--- src/rtl/ldw_pkg.sv ---
package ldw_pkg;

    localparam int INSTR_W = 16;
    localparam int SEL_W   = 3;
    localparam int IMM_W   = 8;
    localparam int OFFS_W  = 5;

    localparam logic [4:0] OPC_OFFS  = 5'b01001;
    localparam logic [4:0] OPC_INDEX = 5'b01101;
    localparam logic [4:0] OPC_IMMLO = 5'b11110;
    localparam logic [4:0] OPC_IMMHI = 5'b11111;

    typedef enum logic [2:0] {
        OP_OFFS,
        OP_IDX,
        OP_IDXINC,
        OP_IDXDEC,
        OP_IMMLO,
        OP_IMMHI,
        OP_BAD
    } ldw_op_e;

    typedef struct packed {
        ldw_op_e             op;
        logic [SEL_W-1:0]    rd;
        logic [SEL_W-1:0]    rb;
        logic [SEL_W-1:0]    ri;
        logic [OFFS_W-1:0]   offs;
        logic [IMM_W-1:0]    imm;
    } ldw_dec_t;

    typedef enum logic [1:0] {
        ST_IDLE,
        ST_REQ,
        ST_RSP
    } ldw_state_e;

    function automatic ldw_dec_t ldw_decode(input logic [INSTR_W-1:0] w);
        ldw_dec_t d;
        d.rd   = w[10:8];
        d.rb   = w[7:5];
        d.ri   = w[4:2];
        d.offs = w[4:0];
        d.imm  = w[7:0];
        case (w[15:11])
            OPC_OFFS:  d.op = OP_OFFS;
            OPC_INDEX: begin
                case (w[1:0])
                    2'b00:   d.op = OP_IDX;
                    2'b01:   d.op = OP_IDXINC;
                    2'b10:   d.op = OP_IDXDEC;
                    default: d.op = OP_BAD;
                endcase
            end
            OPC_IMMLO: d.op = OP_IMMLO;
            OPC_IMMHI: d.op = OP_IMMHI;
            default:   d.op = OP_BAD;
        endcase
        return d;
    endfunction

    function automatic logic is_mem_op(input ldw_op_e op);
        return (op == OP_OFFS) || (op == OP_IDX) ||
               (op == OP_IDXINC) || (op == OP_IDXDEC);
    endfunction

endpackage

--- src/rtl/ldw_regfile.sv ---
module ldw_regfile #(
    parameter int DW    = 16,
    parameter int NREG  = 8,
    parameter int NRD   = 4,
    localparam int SW   = $clog2(NREG)
) (
    input  logic                   clk,
    input  logic                   rst,
    input  logic                   pa_en,
    input  logic [SW-1:0]          pa_sel,
    input  logic [DW-1:0]          pa_data,
    input  logic                   pb_en,
    input  logic [SW-1:0]          pb_sel,
    input  logic [DW-1:0]          pb_data,
    input  logic [NRD-1:0][SW-1:0] rd_sel,
    output logic [NRD-1:0][DW-1:0] rd_data
);

    logic [NREG-1:0][DW-1:0] regs;

    // Port A (data) has priority over port B (index update) on a collision.
    for (genvar g = 0; g < NREG; g++) begin : g_reg
        always_ff @(posedge clk) begin
            if (rst) begin
                regs[g] <= '0;
            end else if (pa_en && (pa_sel == SW'(g))) begin
                regs[g] <= pa_data;
            end else if (pb_en && (pb_sel == SW'(g))) begin
                regs[g] <= pb_data;
            end
        end
    end

    for (genvar p = 0; p < NRD; p++) begin : g_rd
        assign rd_data[p] = regs[rd_sel[p]];
    end

endmodule

--- src/rtl/ldw_agu.sv ---
module ldw_agu
    import ldw_pkg::*;
#(
    parameter int DW = 16
) (
    input  ldw_dec_t       dec,
    input  logic [DW-1:0]  base,
    input  logic [DW-1:0]  index,
    output logic [DW-1:0]  addr,
    output logic [DW-1:0]  new_index,
    output logic           index_wr
);

    localparam logic [DW-1:0] STEP = DW'(2);

    always_comb begin
        addr      = base + index;
        new_index = index;
        index_wr  = 1'b0;
        case (dec.op)
            OP_OFFS: begin
                addr = base + {{(DW-OFFS_W){1'b0}}, dec.offs};
            end
            OP_IDXINC: begin
                new_index = index + STEP;
                index_wr  = (dec.ri != dec.rd);
            end
            OP_IDXDEC: begin
                new_index = index - STEP;
                addr      = base + (index - STEP);
                index_wr  = 1'b1;
            end
            default: ;
        endcase
    end

endmodule

--- src/rtl/ldw_ctrl.sv ---
module ldw_ctrl
    import ldw_pkg::*;
#(
    parameter int DW = 16
) (
    input  logic               clk,
    input  logic               rst,
    input  logic               instr_valid,
    input  ldw_dec_t           dec,
    input  logic [DW-1:0]      agu_addr,
    input  logic [DW-1:0]      agu_new_index,
    input  logic               agu_index_wr,
    input  logic [DW-1:0]      dest_cur,
    output logic               instr_ready,
    output logic               mem_req_valid,
    output logic [DW-1:0]      mem_req_addr,
    input  logic               mem_req_ready,
    input  logic               mem_rsp_valid,
    input  logic [DW-1:0]      mem_rsp_data,
    output logic               pa_en,
    output logic [SEL_W-1:0]   pa_sel,
    output logic [DW-1:0]      pa_data,
    output logic               pb_en,
    output logic [SEL_W-1:0]   pb_sel,
    output logic [DW-1:0]      pb_data,
    output logic               wait_rsp,
    output logic               done,
    output logic               illegal
);

    ldw_state_e          state;
    logic [DW-1:0]       addr_q;
    logic [DW-1:0]       nidx_q;
    logic [SEL_W-1:0]    rd_q;
    logic [SEL_W-1:0]    ri_q;
    logic                idxwr_q;
    logic                accept;
    logic [DW-1:0]       hi_merge;

    assign instr_ready   = (state == ST_IDLE);
    assign accept        = instr_ready && instr_valid;
    assign mem_req_valid = (state == ST_REQ);
    assign mem_req_addr  = addr_q;
    assign wait_rsp      = (state == ST_RSP);

    always_comb begin
        hi_merge = dest_cur;
        hi_merge[DW-1 -: IMM_W] = dec.imm;
    end

    always_ff @(posedge clk) begin
        if (rst) begin
            state   <= ST_IDLE;
            addr_q  <= '0;
            nidx_q  <= '0;
            rd_q    <= '0;
            ri_q    <= '0;
            idxwr_q <= 1'b0;
            done    <= 1'b0;
            illegal <= 1'b0;
        end else begin
            done    <= 1'b0;
            illegal <= 1'b0;
            case (state)
                ST_IDLE: begin
                    if (accept) begin
                        if (is_mem_op(dec.op)) begin
                            addr_q  <= agu_addr;
                            nidx_q  <= agu_new_index;
                            rd_q    <= dec.rd;
                            ri_q    <= dec.ri;
                            idxwr_q <= agu_index_wr;
                            state   <= ST_REQ;
                        end else if (dec.op == OP_IMMLO || dec.op == OP_IMMHI) begin
                            done <= 1'b1;
                        end else begin
                            illegal <= 1'b1;
                        end
                    end
                end
                ST_REQ: begin
                    if (mem_req_ready) state <= ST_RSP;
                end
                ST_RSP: begin
                    if (mem_rsp_valid) begin
                        state <= ST_IDLE;
                        done  <= 1'b1;
                    end
                end
                default: state <= ST_IDLE;
            endcase
        end
    end

    always_comb begin
        pa_en   = 1'b0;
        pa_sel  = rd_q;
        pa_data = mem_rsp_data;
        pb_en   = wait_rsp && mem_rsp_valid && idxwr_q;
        pb_sel  = ri_q;
        pb_data = nidx_q;
        if (wait_rsp && mem_rsp_valid) begin
            pa_en = 1'b1;
        end else if (accept && dec.op == OP_IMMLO) begin
            pa_en   = 1'b1;
            pa_sel  = dec.rd;
            pa_data = {{(DW-IMM_W){1'b0}}, dec.imm};
        end else if (accept && dec.op == OP_IMMHI) begin
            pa_en   = 1'b1;
            pa_sel  = dec.rd;
            pa_data = hi_merge;
        end
    end

endmodule

--- src/rtl/ldw_unit.sv ---
module ldw_unit
    import ldw_pkg::*;
#(
    parameter int DW   = 16,
    parameter int NREG = 8
) (
    input  logic                clk,
    input  logic                rst,
    input  logic                instr_valid,
    input  logic [INSTR_W-1:0]  instr_word,
    output logic                instr_ready,
    output logic                mem_req_valid,
    output logic [DW-1:0]       mem_req_addr,
    input  logic                mem_req_ready,
    input  logic                mem_rsp_valid,
    input  logic [DW-1:0]       mem_rsp_data,
    input  logic [SEL_W-1:0]    reg_sel,
    output logic [DW-1:0]       reg_val,
    output logic                done,
    output logic                illegal
);

    localparam int NRD = 4;

    ldw_dec_t                   dec;
    logic [NRD-1:0][SEL_W-1:0]  rsel;
    logic [NRD-1:0][DW-1:0]     rdat;
    logic [DW-1:0]              agu_addr;
    logic [DW-1:0]              agu_nidx;
    logic                       agu_iwr;
    logic                       pa_en, pb_en;
    logic [SEL_W-1:0]           pa_sel, pb_sel;
    logic [DW-1:0]              pa_data, pb_data;
    logic                       wait_rsp;

    assign dec     = ldw_decode(instr_word);
    assign rsel    = {reg_sel, dec.rd, dec.ri, dec.rb};
    assign reg_val = rdat[3];

    ldw_regfile #(.DW(DW), .NREG(NREG), .NRD(NRD)) u_rf (
        .clk     (clk),
        .rst     (rst),
        .pa_en   (pa_en),
        .pa_sel  (pa_sel),
        .pa_data (pa_data),
        .pb_en   (pb_en),
        .pb_sel  (pb_sel),
        .pb_data (pb_data),
        .rd_sel  (rsel),
        .rd_data (rdat)
    );

    ldw_agu #(.DW(DW)) u_agu (
        .dec       (dec),
        .base      (rdat[0]),
        .index     (rdat[1]),
        .addr      (agu_addr),
        .new_index (agu_nidx),
        .index_wr  (agu_iwr)
    );

    ldw_ctrl #(.DW(DW)) u_ctrl (
        .clk           (clk),
        .rst           (rst),
        .instr_valid   (instr_valid),
        .dec           (dec),
        .agu_addr      (agu_addr),
        .agu_new_index (agu_nidx),
        .agu_index_wr  (agu_iwr),
        .dest_cur      (rdat[2]),
        .instr_ready   (instr_ready),
        .mem_req_valid (mem_req_valid),
        .mem_req_addr  (mem_req_addr),
        .mem_req_ready (mem_req_ready),
        .mem_rsp_valid (mem_rsp_valid),
        .mem_rsp_data  (mem_rsp_data),
        .pa_en         (pa_en),
        .pa_sel        (pa_sel),
        .pa_data       (pa_data),
        .pb_en         (pb_en),
        .pb_sel        (pb_sel),
        .pb_data       (pb_data),
        .wait_rsp      (wait_rsp),
        .done          (done),
        .illegal       (illegal)
    );

endmodule

--- config.mk ---
export PLATFORM = sky130hd
export DESIGN_NAME = ldw_unit
export DESIGN_NICKNAME = d
export VERILOG_FILES = /design/src/rtl/ldw_pkg.sv /design/src/rtl/ldw_regfile.sv /design/src/rtl/ldw_agu.sv /design/src/rtl/ldw_ctrl.sv /design/src/rtl/ldw_unit.sv
export SDC_FILE = /design/constraint.sdc
export NUM_CORES = 1
export LEC_CHECK = 0
export ABC_AREA = 1
export ABC_CLOCK_PERIOD_IN_PS = 6100
export BUFFER_PORTS_ARGS = -buffer_cell sky130_fd_sc_hd__buf_4
export CORE_UTILIZATION = 35
export DETAILED_ROUTE_END_ITERATION = 10
export GPL_TIMING_DRIVEN = 0
export PLACE_DENSITY = 0.49
export SLEW_MARGIN = 20
export SYNTH_ARGS = -nofsm -noshare
export SYNTH_HDL_FRONTEND = slang
export SYNTH_SLANG_ARGS = --single-unit
--- constraint.sdc ---
create_clock -name clk -period 6.1 [get_ports clk]
set_input_delay 0.61 -clock clk [delete_from_list [all_inputs] [get_ports clk]]
set_output_delay 0.61 -clock clk [all_outputs]
set_load 0.02 [all_outputs]
Word level (Yosys, flattened, before mapping):

Index checks and enable logic that the tools add are counted.

* add/sub/neg operators: 5
* magnitude comparators: 4
* eq/ne operators: 32
* muxes and demuxes: 49
* bitwise logic cells: 2
* reductions and logical operators: 41

Operators with widths (count)
* 16-bit 2-to-1 mux: 22
* 16-bit binary-select mux with 3-bit select: 4
* 16-bit case mux with 2 select lines: 2
* 16-bit adder: 2
* 3-bit == test (second input constant): 10
* 1-bit logical AND: 21
* 3-bit by 2-bit == test with 1-bit output (second input constant): 6
* 16-bit by 2-bit adder with 16-bit output (second input constant): 1
* 16-bit by 5-bit adder with 16-bit output: 1
* 3-bit by 4-bit less-than comparator with 1-bit output (second input constant): 4
* 2-bit nonzero test: 8
* 16-bit by 2-bit subtractor with 16-bit output (second input constant): 1
* 3-bit case mux with 4 select lines: 1
* 5-bit by 4-bit == test with 1-bit output (second input constant): 2
* 5-bit == test (second input constant): 2
* 3-bit by 1-bit == test with 1-bit output (second input constant): 3
* 3-bit zero test: 3
* 3-bit 2-to-1 mux: 3
* 3-bit case mux with 3 select lines: 1
* 1-bit 2-to-1 mux: 8
* 2-bit 2-to-1 mux: 4
* 8-bit 2-to-1 mux: 1
* 2-bit != test (second input constant): 3
* 2-bit case mux with 3 select lines: 1
* 11 further kinds: 19

* register bits after elaboration: 171
* input bits: 40
* output and inout port bits: 36
* word-level logic and storage cells: 149

Logic depth before layout (Yosys ltp):

* depth in word-level cells: 11
* mapped depth: 29
* depth with buffers taken out: 27

Modules after synthesis:

A second synthesis with hierarchy kept.

* cells, all modules: 2563
* area total of the unflattened synthesis: 14420.1 um^2

By module, submodules not included
* ldw_regfile: instances 1, cells each 1931, area each 10472.5 um^2, sequential area each 2562.5 um^2
* ldw_ctrl: instances 1, cells each 271, area each 1994.4 um^2, sequential area each 860.8 um^2
* ldw_agu: instances 1, cells each 340, area each 1860.5 um^2, sequential area each 0.0 um^2
* ldw_unit: instances 1, cells each 21, area each 92.6 um^2, sequential area each 0.0 um^2

Worst setup path after synthesis:

Ideal clock, no wire load.

* kind: input port to flip-flop
* start: in instr_word[3]
* end: reg u_ctrl.addr_q[11], in the netlist u_ctrl.mem_req_addr[11]
* setup time: 0.115 ns
* arrival: 3.776 ns
* data required time: 5.985 ns
* slack: 2.209 ns
* cell stages on the path: 22
* buffers on the path: 2
* path through: buf_2 inv_2 buf_2 a21oi_1 o21ai_1 nand2_1 inv_1 o21ai_4 inv_2 ha_1 or2_2 o221ai_1 ha_1 a21oi_1 nand2_1 a31oi_1 o21ai_0 a21oi_1 o21ai_0 xor2_1 o21ai_0 inv_1

* word-level cells in the longest chain between the ends: 5
* elaborated cells on any way between the ends: 7
* those cells by class: add/sub: 4; mux: 3

Ends and longest elaborated chain
* from (decl): line ldw_unit.sv:10 `input logic [INSTR_W-1:0] instr_word,`
* 16-bit binary-select mux with 3-bit select: line ldw_regfile.sv:35 `assign rd_data[p] = regs[rd_sel[p]];`
* 16-bit 2-to-1 mux (not written as such): line ldw_regfile.sv:35
* 16-bit by 2-bit subtractor with 16-bit output: line ldw_agu.sv:30 `addr = base + (index - STEP);`
* 16-bit adder: line ldw_agu.sv:30
* 16-bit case mux with 2 select lines *: line ldw_agu.sv:20 `case (dec.op)`
* to (signal assigned): line ldw_ctrl.sv:68 `addr_q <= agu_addr;`
* to (decl): line ldw_ctrl.sv:32 `logic [DW-1:0] addr_q;`

Mark *: on every way between the ends. The rest lies on a longest branch, timed or not. The select of a mux whose other input is x is not followed.
A chain may end at the register's enable or synchronous reset.

Worst setup path in the final report:

* start: in instr_word[5]
* end: reg u_ctrl.addr_q[12], in the netlist u_ctrl.mem_req_addr[12]

* word-level cells in the longest chain between the ends: 4
* elaborated cells on any way between the ends: 6
* those cells by class: add/sub: 3; mux: 3

Ends and longest elaborated chain
* 16-bit binary-select mux with 3-bit select *: line ldw_regfile.sv:35
* 16-bit 2-to-1 mux (not written as such) *: line ldw_regfile.sv:35
* 16-bit adder (tied with other cells): line ldw_agu.sv:17 `addr = base + index;`
* 16-bit case mux with 2 select lines *: line ldw_agu.sv:20

Marked as above.

==> summary.md <==
| Metric | Value |
|---|---|
| Outcome | `finished, final reports clean` |
| Power share of the sequential group | `38.0%` |
| Remaining DRCs | `0` |
| Max Fanout on Critical Path | `10` |
| Layout fillers | `4061` |
| Slew HR | `17.9%` |
| Area growth from synthesis to layout | `13.3%` |
| CTS tree | `yes` |
| Post-CTS setup repair buffer count | `0` |
| Final wirelength | `79.2 mm` |
| Hold path cells | `4` |
| Switching Fraction | `35.5%` |
| Ranking of synthesized cells by area | `dfxtp_1 (26%), nand2_1 (13%), a21oi_1 (11%), o21ai_0 (11%), nand3_1 (7.4%)` |
| DP HPWL | `61.2 mm` |
| CTS clk-pin slew, worst paths | `0.07 ns` |
| Core Area | `36900 um2` |
| Yosys Warn Count | `0` |
| RePlAce Congestion | `1.00` |
| Final Hold Viols | `0` |
| Detail Route Antenna Nets | `0` |
| HP Start | `mem_req_ready` |
| Final Util | `40.6%` |
| Internal power | `1.92 mW` |
| Clock power frac | `39.0%` |
| Combinational Power Share | `23.0%` |
| CTS root buf | `clkbuf_16` |
| Initial antenna violation count | `2` |
| Die area | `38500 um2` |
| Flops & latches, synth | `171` |
| Clock net sink count | `171` |
| Synth top area share | `25.9%` |
| # setup viols final | `0` |
| Pins over their slew limit | `0` |
| Placement Rows | `70` |
| # hold bufs at CTS | `0` |
| Diode count | `0` |
| Syn Area/Cell | `5.94 um2` |
| DR vias | `17300` |
| Final worst-path cycle share | `77.3%` |
| Synth area leader | `dfxtp_1` |
| Average routed wire per standard cell | `28.0 um` |
| WP data required | `6.53 ns` |
| PostCTS Resize Cnt | `0` |
| Drt pass-1 iters | `6` |
| R2r startpoint | `u_rf.regs[97]` |
| Vias per cell | `6.13` |
| Clock Skew | `0.0158 ns` |
| Fin area | `15000 um2` |
| Worst-Margin Slew | `1.23 ns` |
| Setup slack, reg-to-reg | `1.86 ns` |
| Cells on worst reg2reg path | `20` |
| WP data arrival | `5.14 ns` |
| Syn nets | `2281` |
| First-pass GRT wire length | `111 mm` |
| Worst setup EP type | `flip-flop` |
| Setup TNS Final | `0 ns` |
| WHS Endpoint | `u_ctrl.state[0]` |
| RR Endpoint | `u_ctrl.mem_req_addr[11]` |
| GRT overflow | `0` |
| Post-synthesis sequential area ratio | `25.9%` |
| Sequential cell area | `3420 um2` |
| Number of top-level pins | `76` |
| Static Leak | `5.88 nW` |
| RSZ-0062 raised after global routing | `no` |
| Vias in the first global route | `15600` |
| Pin count of the biggest net entering global routing | `17` |
| Maximum vdd drop | `275 uV` |
| Port-buffer cells | `66` |
| Fmax | `212 MHz` |
| Total CTS buffers | `17` |
| Chip Height | `196 um` |
| Total GRT Usage | `40.7%` |
| Post-Syn Area | `13200 um2` |
| Cell count after synthesis | `2223` |
| Net Switching | `1.06 mW` |
| Layout Nets | `2367` |
| H-tree depth | `4` |
| Maxcap violations | `0` |
| Clk Latency, worst-skew pair | `0.49 ns` |
| Final min period | `4.71 ns` |
| CTS max path bufs | `2` |
| Fin Hold WS | `0.388 ns` |
| Starting Density | `35.8%` |
| Power density of the placed cells | `199 nW/um2` |
| Worst min-delay path class | `in2reg` |
| Yosys cell types | `48` |
| Area after DPL | `14400 um2` |
| Die Span X | `196 um` |
| Setup crit start kind | `primary input` |
| Layout cells sized above 1 | `8.27%` |
| Area of the multi-input gates | `8160 um2` |
| WS Path Type | `in2reg` |
| DRT iter0 DRCs | `2178` |
registers in the layout (all words and copies together) (netlist names):
signal and cells:
u_rf.regs 128, u_ctrl.mem_req_addr 16, u_ctrl.pb_data 16, u_ctrl.pb_sel 3, u_ctrl.rd_q 3, u_ctrl.state 2
u_ctrl.done 1, u_ctrl.idxwr_q 1, u_ctrl.illegal 1
metrics by stage:
step	total power [mW]	std cells	setup WS (ns)
3_5_place_dp	1.81	2794	1.07
4_1_cts	2.95	2826	1.56
6_report	2.98	2826	1.39
2_1_floorplan	1.54	2223	2.21
3_3_place_gp	1.81	2793	1.07
5_1_grt	3.07	2826	1.08
placed cells by master, fill, tap and decap left out, drive strengths merged, types with 8 or more instances in the layout:
| master | netlist | final |
|---|---|---|
| nand4 | 8 | 8 |
| dfxtp | 171 | 171 |
| ha | 17 | 17 |
| nor3 | 12 | 12 |
| nand2 | 455 | 455 |
| inv | 251 | 255 |
| a21oi | 301 | 301 |
| nor2 | 146 | 146 |
| nand3 | 201 | 201 |
| o22ai | 8 | 8 |
| clkbuf | 105 | 124 |
| clkinv | 5 | 10 |
| o211ai | 19 | 19 |
| xnor2 | 9 | 9 |
| buf | 54 | 121 |
| o21ai | 316 | 316 |
| a31oi | 82 | 82 |
| a221oi | 19 | 19 |
worst max path at each step:
| stage | cells after the start | from | end | slack (ns) |
|---|---|---|---|---|
| 2_1_floorplan | 22 | instr_word[3] | u_ctrl.mem_req_addr[11] | 2.21 |
| 3_3_place_gp | 22 | instr_word[5] | u_ctrl.mem_req_addr[12] | 1.07 |
| 3_5_place_dp | 22 | instr_word[5] | u_ctrl.mem_req_addr[12] | 1.07 |
| 4_1_cts | 22 | instr_word[5] | u_ctrl.mem_req_addr[12] | 1.56 |
| 5_1_grt | 22 | instr_word[5] | u_ctrl.mem_req_addr[12] | 1.08 |
| 6_report | 22 | instr_word[5] | u_ctrl.mem_req_addr[12] | 1.39 |
kinds of logic (layout without fill, tap and decap cells):
logic type	count (synthesis)	in the layout	synth area share, %
simple gates	830	830	26.7
fa+ha+maj	18	18	1.76
xor+xnor	15	15	0.994
flops	171	171	25.9
buf+inv	415	514	12.5
compound gates	774	774	32.1
worst max-delay path, stage by stage:
cell and delay, ns:
buf_4 0.09, clkbuf_1 0.40, clkbuf_1 0.48, buf_1 0.66, a21oi_1 0.16, o21ai_0 0.13
nand3_1 0.19, nand2_1 0.15, ha_1 0.20, inv_1 0.07, fa_1 0.46, nand3b_1 0.17
nand2_1 0.10, a21oi_1 0.11, o21ai_0 0.23, nand2_1 0.11, a21oi_1 0.21, a31oi_1 0.13
or2_2 0.29, nand3_1 0.07, nand2_1 0.07, inv_1 0.04
Yosys cell counts, drive strengths merged:
| cell | n |
|---|---|
| nand2 | 455 |
| o21ai | 316 |
| a21oi | 301 |
| inv | 251 |
| nand3 | 201 |
| dfxtp | 171 |
| nor2 | 146 |
| clkbuf | 105 |
| a31oi | 82 |
| buf | 54 |
| a221oi | 19 |
| o211ai | 19 |
| ha | 17 |
| nor3 | 12 |
| xnor2 | 9 |
| nand4 | 8 |
| o22ai | 8 |
| xor2 | 6 |
| a211oi | 5 |
| clkinv | 5 |
| o31ai | 5 |
| o2111ai | 4 |
| o221ai | 4 |
| a41oi | 3 |
| nand3b | 3 |
| o311ai | 3 |
| or2 | 3 |
| o21a | 2 |
| a21o | 1 |
| a31o | 1 |
| and2 | 1 |
| fa | 1 |
| nor4 | 1 |
| o221a | 1 |
power by group through the flow:
stage | sequential, mW | clock [mW] | combinational [mW]
floorplan | 1.16 | 0 | 0.378
global placement | 1.16 | 0 | 0.647
detailed placement | 1.16 | 0 | 0.651
CTS | 1.13 | 1.17 | 0.655
global route | 1.13 | 1.21 | 0.720
finish | 1.13 | 1.16 | 0.685
final cells by class:
type / count / share of cell area (%)
Tap cell: 504 / 4.21
Clock buffer: 19 / 2.96
Buffer: 159 / 4.65
Inverter: 256 / 6.42
Timing Repair Buffer: 67 / 3.41
Sequential cell: 171 / 22.9
Multi-Input combinational cell: 1637 / 54.5
Clock inverter: 13 / 0.945
layer usage:
metal  GRT usage (%)  vias up  wire [um]
met3            9.42      215       8630
li1                -     7705          -
met5               0        -         13
met2            58.8     1143      32200
met1            55.3     8263      33600
met4            22.9        2       4810
(Power assumes the default switching activity.)
